### src/rtl/tmr_regif_pkg.sv
package tmr_regif_pkg;
  localparam int BYTE_W = 8;
  localparam int CNT_W  = 2 * BYTE_W;

  typedef enum logic [1:0] {
    ACC_FREEZE = 2'b00,
    ACC_LO     = 2'b01,
    ACC_HI     = 2'b10,
    ACC_LOHI   = 2'b11
  } acc_e;

  typedef struct packed {
    acc_e       acc;
    logic [2:0] mode;
    logic       bcd;
  } cfg_t;
endpackage

### src/rtl/tmr_cfg_reg.sv
module tmr_cfg_reg
  import tmr_regif_pkg::*;
(
  input  logic        clk,
  input  logic        rst_n,
  input  logic        wr_ctrl,
  input  logic [BYTE_W-1:0] din,
  output cfg_t        cfg,
  output logic        cfg_wr,
  output logic        freeze_cmd
);
  cfg_t cfg_d;
  logic cfg_en;
  logic unused_sel;

  assign unused_sel = ^din[BYTE_W-1:6];
  assign freeze_cmd = wr_ctrl && (din[5:4] == ACC_FREEZE);
  assign cfg_wr     = wr_ctrl && (din[5:4] != ACC_FREEZE);
  assign cfg_en     = cfg_wr;

  always_comb begin
    cfg_d      = cfg;
    cfg_d.acc  = acc_e'(din[5:4]);
    cfg_d.mode = din[3:1];
    cfg_d.bcd  = din[0];
  end

  always_ff @(posedge clk or negedge rst_n) begin
    if (!rst_n)      cfg <= '0;
    else if (cfg_en) cfg <= cfg_d;
  end
endmodule

### src/rtl/tmr_load_seq.sv
module tmr_load_seq
  import tmr_regif_pkg::*;
(
  input  logic              clk,
  input  logic              rst_n,
  input  acc_e              acc,
  input  logic              cfg_wr,
  input  logic              wr_data,
  input  logic [BYTE_W-1:0] din,
  output logic              core_load,
  output logic [CNT_W-1:0]  core_count,
  output logic              pend
);
  logic              wr_hi_q, wr_hi_d;
  logic [BYTE_W-1:0] lo_q, lo_d;
  logic [CNT_W-1:0]  cnt_d;
  logic              load_d, pend_d;
  logic              st_en, cnt_en;

  always_comb begin
    wr_hi_d = wr_hi_q;
    lo_d    = lo_q;
    cnt_d   = core_count;
    load_d  = 1'b0;
    pend_d  = pend;
    cnt_en  = 1'b0;
    if (cfg_wr) begin
      wr_hi_d = 1'b0;
      pend_d  = 1'b1;
    end else if (wr_data) begin
      unique case (acc)
        ACC_LO: begin
          cnt_d = {{BYTE_W{1'b0}}, din}; load_d = 1'b1; pend_d = 1'b0; cnt_en = 1'b1;
        end
        ACC_HI: begin
          cnt_d = {din, {BYTE_W{1'b0}}}; load_d = 1'b1; pend_d = 1'b0; cnt_en = 1'b1;
        end
        ACC_LOHI: begin
          if (!wr_hi_q) begin
            lo_d = din; wr_hi_d = 1'b1; pend_d = 1'b1;
          end else begin
            cnt_d = {din, lo_q}; load_d = 1'b1; pend_d = 1'b0;
            wr_hi_d = 1'b0; cnt_en = 1'b1;
          end
        end
        default: ;
      endcase
    end
  end

  assign st_en = cfg_wr || wr_data;

  always_ff @(posedge clk or negedge rst_n) begin
    if (!rst_n) begin
      wr_hi_q   <= 1'b0;
      lo_q      <= '0;
      pend      <= 1'b1;
      core_load <= 1'b0;
    end else begin
      core_load <= load_d;
      if (st_en) begin
        wr_hi_q <= wr_hi_d;
        lo_q    <= lo_d;
        pend    <= pend_d;
      end
    end
  end

  always_ff @(posedge clk or negedge rst_n) begin
    if (!rst_n)      core_count <= '0;
    else if (cnt_en) core_count <= cnt_d;
  end
endmodule

### src/rtl/tmr_read_path.sv
module tmr_read_path
  import tmr_regif_pkg::*;
(
  input  logic              clk,
  input  logic              rst_n,
  input  acc_e              acc,
  input  logic              cfg_wr,
  input  logic              freeze_cmd,
  input  logic              rd_data,
  input  logic [CNT_W-1:0]  live_count,
  output logic [BYTE_W-1:0] dout
);
  logic [CNT_W-1:0]  hold_q, hold_d, src;
  logic              held_q, held_d;
  logic              rd_hi_q, rd_hi_d;
  logic [BYTE_W-1:0] dout_d;
  logic              st_en;

  assign src = held_q ? hold_q : live_count;

  always_comb begin
    hold_d  = hold_q;
    held_d  = held_q;
    rd_hi_d = rd_hi_q;
    dout_d  = dout;
    if (cfg_wr) begin
      held_d  = 1'b0;
      rd_hi_d = 1'b0;
    end else if (freeze_cmd) begin
      if (!held_q) begin
        hold_d  = live_count;
        held_d  = 1'b1;
        rd_hi_d = 1'b0;
      end
    end else if (rd_data) begin
      unique case (acc)
        ACC_HI: begin
          dout_d = src[CNT_W-1:BYTE_W]; held_d = 1'b0;
        end
        ACC_LOHI: begin
          if (!rd_hi_q) begin
            dout_d = src[BYTE_W-1:0]; hold_d = src; held_d = 1'b1; rd_hi_d = 1'b1;
          end else begin
            dout_d = hold_q[CNT_W-1:BYTE_W]; held_d = 1'b0; rd_hi_d = 1'b0;
          end
        end
        default: begin
          dout_d = src[BYTE_W-1:0]; held_d = 1'b0;
        end
      endcase
    end
  end

  assign st_en = cfg_wr || freeze_cmd || rd_data;

  always_ff @(posedge clk or negedge rst_n) begin
    if (!rst_n) begin
      hold_q  <= '0;
      held_q  <= 1'b0;
      rd_hi_q <= 1'b0;
      dout    <= '0;
    end else if (st_en) begin
      hold_q  <= hold_d;
      held_q  <= held_d;
      rd_hi_q <= rd_hi_d;
      dout    <= dout_d;
    end
  end
endmodule

### src/rtl/tmr_regif.sv
module tmr_regif
  import tmr_regif_pkg::*;
(
  input  logic        clk,
  input  logic        rst_n,
  input  logic        wr_ctrl,
  input  logic        wr_data,
  input  logic        rd_data,
  input  logic [7:0]  din,
  output logic [7:0]  dout,
  output logic [7:0]  status,
  input  logic [15:0] live_count,
  input  logic        out_level,
  output logic        core_load,
  output logic [15:0] core_count,
  output logic [2:0]  cfg_mode,
  output logic        cfg_bcd
);
  cfg_t cfg;
  logic cfg_wr, freeze_cmd, pend;

  tmr_cfg_reg u_cfg (
    .clk(clk), .rst_n(rst_n), .wr_ctrl(wr_ctrl), .din(din),
    .cfg(cfg), .cfg_wr(cfg_wr), .freeze_cmd(freeze_cmd)
  );

  tmr_load_seq u_load (
    .clk(clk), .rst_n(rst_n), .acc(cfg.acc), .cfg_wr(cfg_wr),
    .wr_data(wr_data && !wr_ctrl), .din(din),
    .core_load(core_load), .core_count(core_count), .pend(pend)
  );

  tmr_read_path u_rd (
    .clk(clk), .rst_n(rst_n), .acc(cfg.acc), .cfg_wr(cfg_wr),
    .freeze_cmd(freeze_cmd), .rd_data(rd_data),
    .live_count(live_count), .dout(dout)
  );

  assign status   = {out_level, pend, cfg};
  assign cfg_mode = cfg.mode;
  assign cfg_bcd  = cfg.bcd;
endmodule

### config.mk
export PLATFORM = sky130hd
export DESIGN_NAME = tmr_regif
export DESIGN_NICKNAME = d
export VERILOG_FILES = /design/src/rtl/tmr_regif_pkg.sv /design/src/rtl/tmr_cfg_reg.sv /design/src/rtl/tmr_load_seq.sv /design/src/rtl/tmr_read_path.sv /design/src/rtl/tmr_regif.sv
export SDC_FILE = /design/constraint.sdc
export NUM_CORES = 1
export LEC_CHECK = 0
export BUFFER_PORTS_ARGS = -buffer_cell sky130_fd_sc_hd__buf_2
export CAP_MARGIN = 20
export CORE_UTILIZATION = 54
export DETAILED_ROUTE_END_ITERATION = 7
export PLACE_DENSITY = 0.92
export SYNTH_ARGS = -nofsm -noshare
export SYNTH_HDL_FRONTEND = slang
export SYNTH_SLANG_ARGS = --single-unit
### constraint.sdc
create_clock -name clk -period 2.5 [get_ports clk]
set_input_delay 0.25 -clock clk [delete_from_list [all_inputs] [get_ports clk]]
set_output_delay 0.25 -clock clk [all_outputs]
set_load 0.01 [all_outputs]
* Yosys cells after proc, flatten, opt, wreduce, memory -nomap -nowiden
Index checks and enable logic that the tools add are counted.
Operators by class: shift-type cells 0, equality and inequality tests 6, add/subtract/negate cells 0, order comparisons 0, div/mod/pow operators 0, reductions and logical operators 26, bitwise gates (word level) 3, mux-type cells 30, multiply operators 0
Operators with widths (count):
- 16-bit 2-to-1 mux | 6
- 16-bit case mux with 3 select lines | 1
- 1-bit 2-to-1 mux | 19
- 8-bit case mux with 2 select lines | 1
- 5-bit AND reduction | 3
- 3-bit nonzero test | 4
- 2-bit nonzero test | 5
- 8-bit 2-to-1 mux | 1
- 4-bit AND reduction | 2
- 3-bit AND reduction | 2
- 2-bit equality test, second input constant | 2
- 2-bit by 1-bit inequality test with 1-bit output, second input constant | 2
- 1-bit case mux with 2 select lines | 2
- 1-bit logical AND | 3
- 1-bit logical OR | 3
- 3-bit inequality test, second input constant | 1
- 1-bit inverter | 3
- 2-bit by 1-bit equality test with 1-bit output, second input constant | 1
- 2-bit logical NOT | 1
- 2-bit AND reduction | 1
- 2-bit OR reduction | 1
- 1-bit logical NOT | 1
Storage, ports and cells: logic and storage cells 77, bits in latches 0, output and inout port bits 37, ROM bits 0, memories kept 0, bits in writable memories 0, input bits 30, flip-flop bits (word level) 59

* Logic depth before layout (Yosys ltp)
word-level depth 6, gate-level depth with buffers 6

* By module
From an unflattened synthesis, not the netlist that was laid out.
Second synthesis, totals: cells, all modules 242, area total of the unflattened synthesis 2966.6 µm²
Modules (own cells, without submodules):
- tmr_read_path | area an instance 1356.3 µm², cells an instance 120, instances 1
- tmr_load_seq | area an instance 1286.2 µm², cells an instance 98, instances 1
- tmr_cfg_reg | area an instance 265.3 µm², cells an instance 17, instances 1
- tmr_regif | area an instance 58.8 µm², cells an instance 7, instances 1

* Least setup slack after synthesis
No wires, ideal clock.
path type reg-to-reg, from reg, netlist name u_cfg.cfg[4], to reg u_load.core_count[10], setup slack 696 ps, data required time 2375 ps, setup time 125 ps, path buffers 1, arrival time 1679 ps, stages on the path, launching flop included 7, cells stage by stage dfrtp_1 -> inv_1 -> ha_1 -> mux2i_1 -> nor3_4 -> buf_4 -> mux2_2
Between the ends: cells in the longest elaborated chain, start to end 6
Ends and longest elaborated chain:
- 2-bit by 1-bit equality test with 1-bit output or 2-bit equality test (tied branches) | RTL line tmr_load_seq.sv:31 | unique case (acc)
- 2-bit OR reduction (no source line)
- 1-bit case mux with 2 select lines | RTL line tmr_load_seq.sv:31
- 1-bit 2-to-1 mux | RTL line tmr_load_seq.sv:30 | end else if (wr_data) begin
- 1-bit 2-to-1 mux | RTL line tmr_load_seq.sv:27 | if (cfg_wr) begin
- 5-bit AND reduction (no source line)
- end signal: assignment | RTL line tmr_load_seq.sv:71 | else if (cnt_en) core_count <= cnt_d;
- end: declaration | RTL line tmr_load_seq.sv:11 | output logic [CNT_W-1:0] core_count,
Several ways; a longest one is shown, not always the timed one. A chain may end at the register's enable or synchronous reset.

* Worst setup path in the final report
from reg, netlist name u_cfg.cfg[5], to reg u_load.lo_q[3]
Between the ends: cells in the longest elaborated chain, start to end 2
Ends and longest elaborated chain:
- 2-bit equality test | RTL line tmr_load_seq.sv:31
- 5-bit AND reduction (no source line)
- end signal: assignment | RTL line tmr_load_seq.sv:63 | lo_q <= lo_d;
- end: declaration | RTL line tmr_load_seq.sv:15 | logic [BYTE_W-1:0] lo_q, lo_d;
Every way passes these cells.

==> flow_metrics.tcl <==
set metrics [dict create \
    postCtsSetupBuffers 0 \
    clock_path_buffers 2 \
    vias_per_cell 5.583 \
    cts_sinks 59 \
    synthTopCellsByArea "dfrtp_1 49%, mux2_2 18%, mux2_4 5.1%, a22o_1 2.1%, buf_4 2.0%" \
    start_util 0.5700 \
    ios 67 \
    grt_pass1_wl_um 10430 \
    synth_edf_count 0 \
    coreArea_um2 5205 \
    instances_no_fill 372 \
    place_congestion 0.7866 \
    drtIter0Drc 166 \
    rows 26 \
    synthArstFlopShare 1.000 \
    cp_max_fo 15 \
    slowest_delay_ps 510 \
    fin_ws_ps 314.7 \
    die-area_um2 5794 \
    ys_ff_latch 59 \
    setup_tns_ps 0 \
    max_cap_violations 0 \
    syn-num-nets 269 \
    fmax_mhz 457.6 \
    fin_crit_ps 2185 \
    grt_pass1_vias 2094 \
    routed-wl-met3_um 244 \
    seq_area_um2 1478 \
    cp-end-kind "flop" \
    stdcell_area_um2 3482 \
    netlist_area_um2 2967 \
    post-route-period-util 0.8741 \
    dpl-instance-area_um2 3309 \
    antenna_found_initial 0 \
    track_usage 0.2339 \
    detail-route-antenna-nets 0 \
    ys_warn_count 0 \
    drt_wl_total_um 6263 \
    drcViolationCount 0 \
    leakagePower_nw 1.602 \
    htreeDepth 3 \
    seq_area_frac_synth 0.4981 \
    worst_pin_slew_ps 822.2 \
    synth_area_leader_cell "dfrtp_1" \
    drt_pass1_iterations 4 \
    dp_cells 356 \
    peakVddDrop_uv 512.1 \
    slew_headroom 0.4519 \
    layout-drive-gt1-share 0.4967 \
    fin_nets 330 \
    ys.flop_type "dfrtp_1" \
    multi_input_area_um2 1340 \
    netlist_instances 236 \
    top_layer "met4" \
    power_density_nw_per_um2 893.2 \
    finalSetupViolCount 0 \
    hold_viol 0 \
    port_buffers 64 \
    fillerInstances 382 \
    area_delta_synth_final_pct 17.38 \
    hold_class "input port to asynchronous set/reset pin" \
    crit_type "flop to flop" \
    status "finished, final reports clean" \
    cts-root-buf "clkbuf_8" \
    die_height_um 76.12 \
    slew_viol_final 0 \
    cts_buffers 9 \
    path_cells "ha_1 -> buf_4 -> nand3b_1 -> nor2_1 -> mux2_2" \
    worst-endpoint-arrival_ps 2400 \
    p_total_mw 3.110 \
    wl_met1_um 2983 \
    hpwl_um 4165 \
    clk_pin_slew_ps 70 \
    required_ps 2710 \
    cts_resized 0 \
    gr-total-overflow 0 \
    wl_met2_um 2889 \
    slowest_stage "ha_1" \
    cts_hold_buffers 0 \
    preCtsSetupSlack_ps 350.1 \
    start_kind "flop" \
    wl_per_cell_um 16.84 \
    synth.avg_cell_area_um2 12.57 \
    clk_latency_ps 330 \
    num_vias 2077 \
    cts_tree "yes" \
    clock_skew_ps 6.621 \
    rsz0062_at_grt "no" \
    synth_top_area_frac 0.4892 \
    ys_types 38 \
    die_w_um 76.12 \
    antenna_cells 0 \
    grt_max_degree 60 \
]
-- final timing paths --
| path | cells past startpoint | endpoint | start | slack, ps |
|---|---|---|---|---|
| worst max-delay path | 5 | u_load.lo_q[3] | u_cfg.cfg[5] | 310 |
| worst min-delay path | 2 | u_rd.hold_q[8] | rst_n | 50 |
| worst max register to register | 5 | u_load.lo_q[3] | u_cfg.cfg[5] | 310 |
| worst min register to register | 1 | u_load.core_count[6] | u_load.core_count[6] | 500 |
| max in group asynchronous | 2 | u_rd.held_q | rst_n | 1960 |
| min in group clk | 2 | u_rd.hold_q[0] | live_count[0] | 160 |
-- synthesized netlist by cell type, drive strengths merged, types with 5 or more instances --
cell type,n
dfrtp,58
mux2,58
buf,13
o21ai,12
nor2,11
nand2b,9
a22o,8
clkbuf,8
o211ai,8
a21oi,7
nor2b,7
a221oi,6
inv,5
-- per-layer routing --
layer  up-vias  track usage
met3        12      0.04910
met4         0       0.1231
met2        48       0.3518
li1        966            -
met1      1051       0.3205
met5         -            0
-- critical path: cells and delay by family, from the launching register on --
kind / cells / cell delay [ps]
DFF: 1 / 420
buffers and inverters: 1 / 250
adders and majority gates: 1 / 510
muxes: 1 / 390
and+or+nand+nor: 2 / 500
-- logic make-up (layout without fill, tap and decap cells) --
kind of cell             count (synthesis)  count (layout)  share of synthesized area
multiplexers                            61              61                     0.2429
buffers and inverters                   26              92                    0.05019
adder cells (fa/ha/maj)                  3               3                    0.01265
AO/OA/AOI/OAI                           43              43                     0.1033
flip-flops                              59              59                     0.4981
AND/OR/NAND/NOR                         44              44                    0.09279
-- cell type report --
cell class | count | area share
Clock buffer | 14 | 0.04671
Clock inverter | 2 | 0.002875
Inverter | 5 | 0.005390
Multi-Input combinational cell | 151 | 0.3848
Sequential cell | 59 | 0.4244
Tap cell | 70 | 0.02515
Timing Repair Buffer | 71 | 0.1107
-- cells in the final DEF, fill, tap and decap left out --
cell type | synthesis | routed
o21ai_0 | 11 | 11
a22o_1 | 7 | 7
mux2i_1 | 3 | 3
clkbuf_1 | 7 | 3
a21o_1 | 1 | 1
or3b_4 | 1 | 1
dfstp_2 | 1 | 1
nor3_1 | 1 | 1
nor3_4 | 1 | 1
a21oi_1 | 6 | 6
o311ai_0 | 1 | 1
a221oi_1 | 6 | 6
nor2b_1 | 7 | 7
dfrtp_1 | 58 | 58
a21oi_4 | 1 | 1
and2_2 | 1 | 1
and2_1 | 1 | 1
o211ai_1 | 8 | 8
nand4bb_2 | 1 | 1
mux2_2 | 48 | 48
o21ai_1 | 1 | 1
clkinv_2 | 0 | 2
nand3_1 | 2 | 2
clkbuf_8 | 0 | 11
buf_2 | 3 | 64
nand2_1 | 3 | 3
and3b_1 | 1 | 1
a22o_2 | 1 | 1
buf_12 | 1 | 1
inv_1 | 5 | 5
or2_1 | 1 | 1
nand2b_1 | 9 | 9
and4bb_2 | 1 | 1
ha_1 | 3 | 3
buf_4 | 8 | 6
nor2_1 | 11 | 11
mux2_4 | 10 | 10
nand3b_1 | 3 | 3
-- flip-flops by register name, summed over array words and instances (netlist names) --
| signal | cells |
|---|---|
| u_rd.dout | 8 |
| u_rd.held_q | 1 |
| u_load.core_load | 1 |
| u_load.core_count | 16 |
| u_load.lo_q | 8 |
| u_load.pend | 1 |
| u_load.wr_hi_q | 1 |
| u_rd.rd_hi_q | 1 |
| u_cfg.cfg | 6 |
| u_rd.hold_q | 16 |
-- through the flow --
stage / hold WS [ps] / utilization
6_report: 52.79 / 0.6690
5_1_grt: 130.5 / 0.6690
4_1_cts: 75.60 / 0.6690
3_5_place_dp: 436.8 / 0.6358
3_3_place_gp: 432.9 / 0.6358
2_1_floorplan: -45.59 / -
-- report_power, final --
part           leakage [nW]  internal [mW]  switching [mW]
sequential            0.709           1.25           0.184
clock                0.0905          0.412           0.357
combinational         0.802          0.500           0.407
total                  1.60           2.16           0.947
(Power assumes the default switching activity.)
